<file path="config.mk">
export PLATFORM = sky130hd
export DESIGN_NAME = adc_frame_rdo
export DESIGN_NICKNAME = d
export VERILOG_FILES = /design/src/rtl/rdo_pkg.sv /design/src/rtl/rdo_odr_pulse.sv /design/src/rtl/rdo_frame_shift.sv /design/src/rtl/rdo_word_pick.sv /design/src/rtl/adc_frame_rdo.sv
export SDC_FILE = /design/constraint.sdc
export NUM_CORES = 1
export LEC_CHECK = 0
export ABC_AREA = 1
export BUFFER_PORTS_ARGS = -buffer_cell sky130_fd_sc_hd__buf_2
export CAP_MARGIN = 40
export CORE_MARGIN = 5
export CORE_UTILIZATION = 40
export DETAILED_ROUTE_END_ITERATION = 8
export HOLD_SLACK_MARGIN = 0.12
export SYNTH_ARGS = -nofsm -noshare
export SYNTH_HDL_FRONTEND = slang
export SYNTH_HIERARCHICAL = 1
export SYNTH_SLANG_ARGS = --single-unit
</file>
<file path="constraint.sdc">
create_clock -name clk -period 4.7 [get_ports clk]
set_clock_uncertainty 0.2 [all_clocks]
set_input_delay 0.235 -clock clk [delete_from_list [all_inputs] [get_ports clk]]
set_output_delay 0.235 -clock clk [all_outputs]
set_load 0.02 [all_outputs]
</file>
<file path="src/rtl/rdo_pkg.sv">
package rdo_pkg;

   typedef enum logic [1:0] {
      ST_IDLE  = 2'd0,
      ST_TRIG  = 2'd1,
      ST_SETTLE = 2'd2,
      ST_SHIFT = 2'd3
   } rdo_state_e;

   function automatic int ceil_div(input int num, input int den);
      return (num + den - 1) / den;
   endfunction

   function automatic int min_w(input int n);
      return (n > 1) ? $clog2(n) : 1;
   endfunction

endpackage

</file>
<file path="src/rtl/rdo_odr_pulse.sv">
module rdo_odr_pulse #(
   parameter int HIGH_CYC = 13
) (
   input  logic clk,
   input  logic rst_n,
   input  logic start_i,
   output logic odr_o,
   output logic done_o
);
   localparam int CNT_W = $clog2(HIGH_CYC + 1);

   logic [CNT_W-1:0] remain_q;

   always_ff @(posedge clk) begin
      if (!rst_n) begin
         odr_o    <= 1'b0;
         done_o   <= 1'b0;
         remain_q <= '0;
      end else begin
         done_o <= 1'b0;
         if (start_i && !odr_o) begin
            odr_o    <= 1'b1;
            remain_q <= CNT_W'(HIGH_CYC - 1);
         end else if (odr_o) begin
            if (remain_q == '0) begin
               odr_o  <= 1'b0;
               done_o <= 1'b1;
            end else begin
               remain_q <= remain_q - 1'b1;
            end
         end
      end
   end
endmodule

</file>
<file path="src/rtl/rdo_frame_shift.sv">
module rdo_frame_shift #(
   parameter int NUM_CH   = 4,
   parameter int WORD_W   = 24,
   parameter int SCK_HALF = 2,
   localparam int WIDX_W  = rdo_pkg::min_w(NUM_CH),
   localparam int BIDX_W  = rdo_pkg::min_w(WORD_W),
   localparam int HALF_W  = rdo_pkg::min_w(SCK_HALF)
) (
   input  logic              clk,
   input  logic              rst_n,
   input  logic              start_i,
   input  logic              sdi_i,
   output logic              cs_n_o,
   output logic              sclk_o,
   output logic              bit_stb_o,
   output logic              bit_val_o,
   output logic [WIDX_W-1:0] bit_word_o,
   output logic              done_o
);
   logic              active_q;
   logic [HALF_W-1:0] half_q;
   logic [BIDX_W-1:0] bit_q;
   logic [WIDX_W-1:0] word_q;
   logic              half_end;
   logic              last_bit;

   always_comb begin
      half_end = (half_q == HALF_W'(SCK_HALF - 1));
      last_bit = (bit_q == BIDX_W'(WORD_W - 1)) && (word_q == WIDX_W'(NUM_CH - 1));
   end

   always_ff @(posedge clk) begin
      if (!rst_n) begin
         active_q   <= 1'b0;
         sclk_o     <= 1'b0;
         half_q     <= '0;
         bit_q      <= '0;
         word_q     <= '0;
         bit_stb_o  <= 1'b0;
         bit_val_o  <= 1'b0;
         bit_word_o <= '0;
         done_o     <= 1'b0;
      end else begin
         bit_stb_o <= 1'b0;
         done_o    <= 1'b0;
         if (start_i && !active_q) begin
            active_q <= 1'b1;
            sclk_o   <= 1'b0;
            half_q   <= '0;
            bit_q    <= '0;
            word_q   <= '0;
         end else if (active_q) begin
            if (!half_end) begin
               half_q <= half_q + 1'b1;
            end else begin
               half_q <= '0;
               sclk_o <= ~sclk_o;
               if (!sclk_o) begin
                  bit_stb_o  <= 1'b1;
                  bit_val_o  <= sdi_i;
                  bit_word_o <= word_q;
               end else if (last_bit) begin
                  active_q <= 1'b0;
                  done_o   <= 1'b1;
               end else if (bit_q == BIDX_W'(WORD_W - 1)) begin
                  bit_q  <= '0;
                  word_q <= word_q + 1'b1;
               end else begin
                  bit_q <= bit_q + 1'b1;
               end
            end
         end
      end
   end

   assign cs_n_o = ~active_q;
endmodule

</file>
<file path="src/rtl/rdo_word_pick.sv">
module rdo_word_pick #(
   parameter int NUM_CH     = 4,
   parameter int WORD_W     = 24,
   parameter int OUT_W      = 32,
   parameter bit SIGNED_OUT = 1'b1,
   localparam int WIDX_W    = rdo_pkg::min_w(NUM_CH)
) (
   input  logic              clk,
   input  logic              rst_n,
   input  logic              clear_i,
   input  logic [WIDX_W-1:0] sel_i,
   input  logic              bit_stb_i,
   input  logic              bit_val_i,
   input  logic [WIDX_W-1:0] bit_word_i,
   input  logic              done_i,
   output logic              valid_o,
   output logic [WORD_W-1:0] word_o,
   output logic [OUT_W-1:0]  word_ext_o
);
   logic [WORD_W-1:0] acc_q;
   logic [OUT_W-1:0]  ext;

   always_ff @(posedge clk) begin
      if (!rst_n) begin
         acc_q   <= '0;
         word_o  <= '0;
         valid_o <= 1'b0;
      end else begin
         valid_o <= 1'b0;
         if (clear_i) begin
            acc_q <= '0;
         end else if (bit_stb_i && (bit_word_i == sel_i)) begin
            acc_q <= {acc_q[WORD_W-2:0], bit_val_i};
         end
         if (done_i) begin
            word_o  <= acc_q;
            valid_o <= 1'b1;
         end
      end
   end

   generate
      if (OUT_W == WORD_W) begin : g_same
         assign ext = word_o;
      end else if (SIGNED_OUT) begin : g_sext
         assign ext = {{(OUT_W-WORD_W){word_o[WORD_W-1]}}, word_o};
      end else begin : g_zext
         assign ext = {{(OUT_W-WORD_W){1'b0}}, word_o};
      end
   endgenerate

   assign word_ext_o = ext;
endmodule

</file>
<file path="src/rtl/adc_frame_rdo.sv">
module adc_frame_rdo #(
   parameter int NUM_CH        = 4,
   parameter int WORD_W        = 24,
   parameter int OUT_W         = 32,
   parameter int SEL_W         = 3,
   parameter int SYSCLK_KHZ    = 48000,
   parameter int DIG_HIGH      = 3,
   parameter int CLK_PERIOD_NS = 10,
   parameter int SCK_HALF      = 2,
   parameter int SETTLE_CYC    = 2,
   parameter bit SIGNED_OUT    = 1'b1
) (
   input  logic              clk,
   input  logic              rst_n,
   input  logic              req_valid_i,
   input  logic [SEL_W-1:0]  req_chan_i,
   output logic              odr_o,
   output logic              cs_n_o,
   output logic              sclk_o,
   input  logic              sdi_i,
   output logic              busy_o,
   output logic              err_o,
   output logic              rd_valid_o,
   output logic [WORD_W-1:0] rd_word_o,
   output logic [OUT_W-1:0]  rd_word_sx_o
);
   import rdo_pkg::*;

   localparam int ODR_MIN_NS = ceil_div(DIG_HIGH * 2 * 1000000, SYSCLK_KHZ);
   localparam int ODR_CYC    = ceil_div(ODR_MIN_NS, CLK_PERIOD_NS);
   localparam int WIDX_W     = min_w(NUM_CH);
   localparam int SET_W      = min_w(SETTLE_CYC);

   generate
      if (NUM_CH < 1) begin : g_bad_ch
         $error("NUM_CH must be at least 1");
      end
      if (WORD_W < 2 || WORD_W > OUT_W) begin : g_bad_w
         $error("WORD_W must lie in 2..OUT_W");
      end
      if (SEL_W < WIDX_W) begin : g_bad_sel
         $error("SEL_W too narrow for NUM_CH");
      end
      if (SCK_HALF < 1 || SETTLE_CYC < 1 || ODR_CYC < 1) begin : g_bad_t
         $error("timing parameters must be positive");
      end
   endgenerate

   rdo_state_e        st_q;
   logic [WIDX_W-1:0] sel_q;
   logic [SET_W-1:0]  settle_q;
   logic              chan_ok;
   logic              odr_start;
   logic              shift_start;
   logic              odr_done;
   logic              bit_stb;
   logic              bit_val;
   logic [WIDX_W-1:0] bit_word;
   logic              frame_done;

   always_comb begin
      chan_ok     = ({1'b0, req_chan_i} < (SEL_W+1)'(NUM_CH));
      odr_start   = (st_q == ST_IDLE) && req_valid_i && chan_ok;
      shift_start = (st_q == ST_SETTLE) && (settle_q == '0);
   end

   always_ff @(posedge clk) begin
      if (!rst_n) begin
         st_q     <= ST_IDLE;
         sel_q    <= '0;
         settle_q <= '0;
         err_o    <= 1'b0;
      end else begin
         err_o <= 1'b0;
         unique case (st_q)
            ST_IDLE: begin
               if (req_valid_i) begin
                  if (chan_ok) begin
                     sel_q <= req_chan_i[WIDX_W-1:0];
                     st_q  <= ST_TRIG;
                  end else begin
                     err_o <= 1'b1;
                  end
               end
            end
            ST_TRIG: begin
               if (odr_done) begin
                  settle_q <= SET_W'(SETTLE_CYC - 1);
                  st_q     <= ST_SETTLE;
               end
            end
            ST_SETTLE: begin
               if (settle_q == '0) st_q <= ST_SHIFT;
               else                settle_q <= settle_q - 1'b1;
            end
            ST_SHIFT: begin
               if (frame_done) st_q <= ST_IDLE;
            end
            default: st_q <= ST_IDLE;
         endcase
      end
   end

   assign busy_o = (st_q != ST_IDLE);

   rdo_odr_pulse #(
      .HIGH_CYC (ODR_CYC)
   ) u_odr (
      .clk     (clk),
      .rst_n   (rst_n),
      .start_i (odr_start),
      .odr_o   (odr_o),
      .done_o  (odr_done)
   );

   rdo_frame_shift #(
      .NUM_CH   (NUM_CH),
      .WORD_W   (WORD_W),
      .SCK_HALF (SCK_HALF)
   ) u_shift (
      .clk        (clk),
      .rst_n      (rst_n),
      .start_i    (shift_start),
      .sdi_i      (sdi_i),
      .cs_n_o     (cs_n_o),
      .sclk_o     (sclk_o),
      .bit_stb_o  (bit_stb),
      .bit_val_o  (bit_val),
      .bit_word_o (bit_word),
      .done_o     (frame_done)
   );

   rdo_word_pick #(
      .NUM_CH     (NUM_CH),
      .WORD_W     (WORD_W),
      .OUT_W      (OUT_W),
      .SIGNED_OUT (SIGNED_OUT)
   ) u_pick (
      .clk        (clk),
      .rst_n      (rst_n),
      .clear_i    (shift_start),
      .sel_i      (sel_q),
      .bit_stb_i  (bit_stb),
      .bit_val_i  (bit_val),
      .bit_word_i (bit_word),
      .done_i     (frame_done),
      .valid_o    (rd_valid_o),
      .word_o     (rd_word_o),
      .word_ext_o (rd_word_sx_o)
   );
endmodule

</file>
==> metrics.log <==
INFO  metric syn_inst = around 470
INFO  metric grt_usage = 13.14%
INFO  metric syn-num-nets = between 400 and 500
INFO  metric core_area = around 8600 µm²
INFO  metric clkSinkCount = 76
INFO  metric synth-compound-area-share = 10.27%
INFO  metric slew_violations = 0
INFO  metric crit_fanout = 22
INFO  metric floorplan.io_pins = 69
INFO  metric grt_pass1_wl = 11930 µm
INFO  metric post_cts_buffers = 0
INFO  metric setup.reg_to_reg.worst_slack = 2.76 ns
INFO  metric cts.clk_slew.worst_paths = 0.08 ns
INFO  metric tritoncts = yes
INFO  metric synth_cell_types = 29
INFO  metric wire_per_inst = 10.77 µm
INFO  metric type_of_the_most_critical_hold_path = primary input to flip-flop
INFO  metric post_synth_xor_area_fraction = 0%
INFO  metric timing_worst_slew_pin_value = 0.7371 ns
INFO  metric cts-root-to-sink-buffers = 2
INFO  metric fin_tns_setup = 0 ns
INFO  metric setup-violations-final = 0
INFO  metric largest_family_of_logic_cells_by_synthesized_area = simple AND/OR/NAND/NOR gates
INFO  metric total_global_routing_overflow = 0
INFO  metric power_per_cell_area = between 300 and 400 nW/µm²
INFO  metric reg2reg_depth = 7
INFO  metric headroom_to_the_max_slew_limit = about half
INFO  metric grt_antenna_before_repair = 0
INFO  metric ys.warnings.count = 6
INFO  metric vdd_drop_max = 0.2689 mV
INFO  metric reg2reg_to = u_pick/acc_q[17]$_SDFFE_PP0P_
INFO  metric n_antenna_cell = 0
INFO  metric synth_mux_area_share = 0%
INFO  metric post_route_cells_drive_above_1_share = 22.05%
INFO  metric clkLatencyLatePin = 0.34 ns
INFO  metric floorplan.rows = 34
INFO  metric crit_required = about 4.8 ns
INFO  metric synth_edf_count = 0
INFO  metric layout_common_cells = nor2_1 (90), dfxtp_1 (76), buf_2 (68)
INFO  metric post_syn_area = 3497 µm²
INFO  metric worst_hold_path.endpoint = sel_q[0]$_SDFFE_PN0P_
INFO  metric critPathLaunch = u_shift/bit_word_o[1]$_SDFFE_PN0P_
INFO  metric die_h = ~100 µm
INFO  metric crit_end_element = flip-flop
INFO  metric dr_total_vias = 2837
INFO  metric dpl.hpwl = roughly 4700 µm
INFO  metric cts_repair_resize_count = 0
INFO  metric portBuffers = 68
INFO  metric synth_seq_cells = 76
INFO  metric worst-setup-path-type = flip-flop to flip-flop
INFO  metric first_pass_iters = 6
INFO  metric timing.max_cap.violations = 0
INFO  metric period_minus_slack = about 1.9 ns
INFO  metric area_growth = 11.02%
INFO  metric most_common_cell_after_layout_fill_and_taps_aside = nor2_1
INFO  metric first_global_vias = 2690
INFO  metric drc_violations_left = 0
INFO  metric synth_flop_cell = dfxtp_1
INFO  metric finalHoldWorstSlack = 0.1480 ns
INFO  metric rsz0062_at_grt = false
INFO  metric postSynthAreaPerCell = 7.378 µm²
INFO  metric clock_tree.htree_level_count = 3
INFO  metric layout_setup_ws = 2.762 ns
INFO  metric timing.fmax = approximately 520 MHz
INFO  metric cp-start-kind = flip-flop
INFO  metric r2r_start = u_shift/bit_word_o[1]$_SDFFE_PN0P_
INFO  metric worstHoldStart = req_chan_i[2]
INFO  metric floorplan.die.width = 103.5 µm
INFO  metric leakage = about 1.9 nW
INFO  metric post_synth_fa_ha_maj_area_fraction = 2.504%
INFO  metric grt_max_degree = 47
INFO  metric run_status = finished, final reports clean
INFO  metric synth_simple_gate_area_share = 26.91%
INFO  metric drtAntennaViolNets = 0
INFO  metric design.final.nets = 526
INFO  metric crit_arrival = 2.02 ns
INFO  metric post_drt_via_cell_ratio = between 4 and 5
INFO  metric finalHoldViolCount = 0
INFO  metric gp_congestion = 0.7680
INFO  metric routed_wl = 6729 µm
INFO  metric number_of_clock_buffers_inserted_by_tritoncts = 9
INFO  metric ctsHoldBuffers = 5
INFO  metric cts-root-buf = clkbuf_8
INFO  metric synth_sequential_area_ratio = 43.51%
INFO  metric initial_utilization = 40.50%
INFO  metric min_path_cells = 5
INFO  metric drt_iter0_drc = 106
INFO  metric final_min_period_over_clock_period = 41.23%
INFO  metric post-place-ws = between 2 and 3 ns
INFO  metric die_area = 10710 µm²
INFO  metric ys_async_sr_fraction = 0%
INFO  metric fillerInstances = 917
## synthesized netlist by cell type (3+ instances only)
library cell / count / area, µm²
nor2_4: 3 / 33.78
nand2_1: 66 / 247.7
clkbuf_1: 3 / 11.26
o21ai_0: 32 / 160.2
buf_4: 34 / 255.2
buf_2: 5 / 25.02
a21oi_1: 30 / 150.1
ha_1: 7 / 87.58
nand4_1: 3 / 18.77
dfxtp_1: 76 / 1521
nor2_1: 90 / 337.8
nor2_2: 4 / 25.02
nand3_1: 31 / 155.2
buf_6: 4 / 45.04
nand3_2: 3 / 30.03
inv_1: 56 / 210.2
nand2_2: 4 / 25.02
inv_2: 10 / 37.54
## layer usage
layer | wire (µm) | GRT usage [%] | up-vias
li1 | - | - | 1521
met1 | 3200 | 15.79 | 1258
met2 | 3088 | 21.63 | 53
met3 | 373 | 5.659 | 5
met4 | 66 | 3.093 | 0
met5 | 0 | 0 | -
## report_power, final
part / switching, mW / total (mW) / leakage [nW] / internal, mW
Sequential: 0.0257 / 0.700 / 0.614 / 0.675
Clock: 0.241 / 0.485 / 0.0845 / 0.244
Combinational: 0.194 / 0.291 / 1.18 / 0.0969
## how the worst max path moves through the flow
stage	end	slack, ns	cells after the start
4_1_cts	u_pick/acc_q[17]$_SDFFE_PP0P_	2.75	7
6_report	u_pick/acc_q[17]$_SDFFE_PP0P_	2.76	7
3_3_place_gp	u_pick/acc_q[22]$_SDFFE_PP0P_	2.81	6
5_1_grt	u_pick/acc_q[22]$_SDFFE_PP0P_	2.50	7
3_5_place_dp	u_pick/acc_q[17]$_SDFFE_PP0P_	2.76	7
2_1_floorplan	u_pick/acc_q[20]$_SDFFE_PP0P_	3.11	8
## through the flow
step | util [%] | cells | area [µm²] | power [mW]
floorplan | - | 474 | 3497 | 0.9540
global placement | 42.15 | 604 | 3640 | 1.001
detailed placement | 42.15 | 604 | 3640 | 1.005
CTS | 44.96 | 625 | 3882 | 1.496
global route | 44.96 | 625 | 3882 | 1.580
finish | 44.96 | 625 | 3882 | 1.476
## layout make-up
class | count | area [µm²] | area share [%]
inverters | 66 | 247.7 | 6.381
clock inverters | 6 | 65.06 | 1.676
repair buffers | 74 | 397.9 | 10.25
clock buffers | 10 | 127.6 | 3.287
flip-flops and latches | 76 | 1521 | 39.19
well taps | 108 | 135.1 | 3.481
multi-input cells | 285 | 1388 | 35.74
## cells by family (layout without fill, tap and decap cells)
group / after synthesis / in the layout
AO/OA/AOI/OAI: 67 / 67
adder cells (fa/ha/maj): 7 / 7
buffers and inverters: 113 / 156
flip-flops: 76 / 76
AND/OR/NAND/NOR: 211 / 211
## critical path, cell delays in order (launching register included)
cell and delay (ns):
dfxtp_1 0.32, inv_1 0.05, nand2_1 0.05, nand2_1 0.54
inv_2 0.09, nor2_4 0.42, nor2_1 0.09, nor2_1 0.11
## sequential cells by signal (all words and copies together), names as in the netlist, 2 cells and up
register / flops
u_pick/acc_q: 24
u_pick/word_o: 24
u_shift/bit_q: 5
u_odr/remain_q: 4
sel_q: 2
st_q: 2
u_shift/bit_word_o: 2
u_shift/word_q: 2
(Power assumes the default switching activity.)
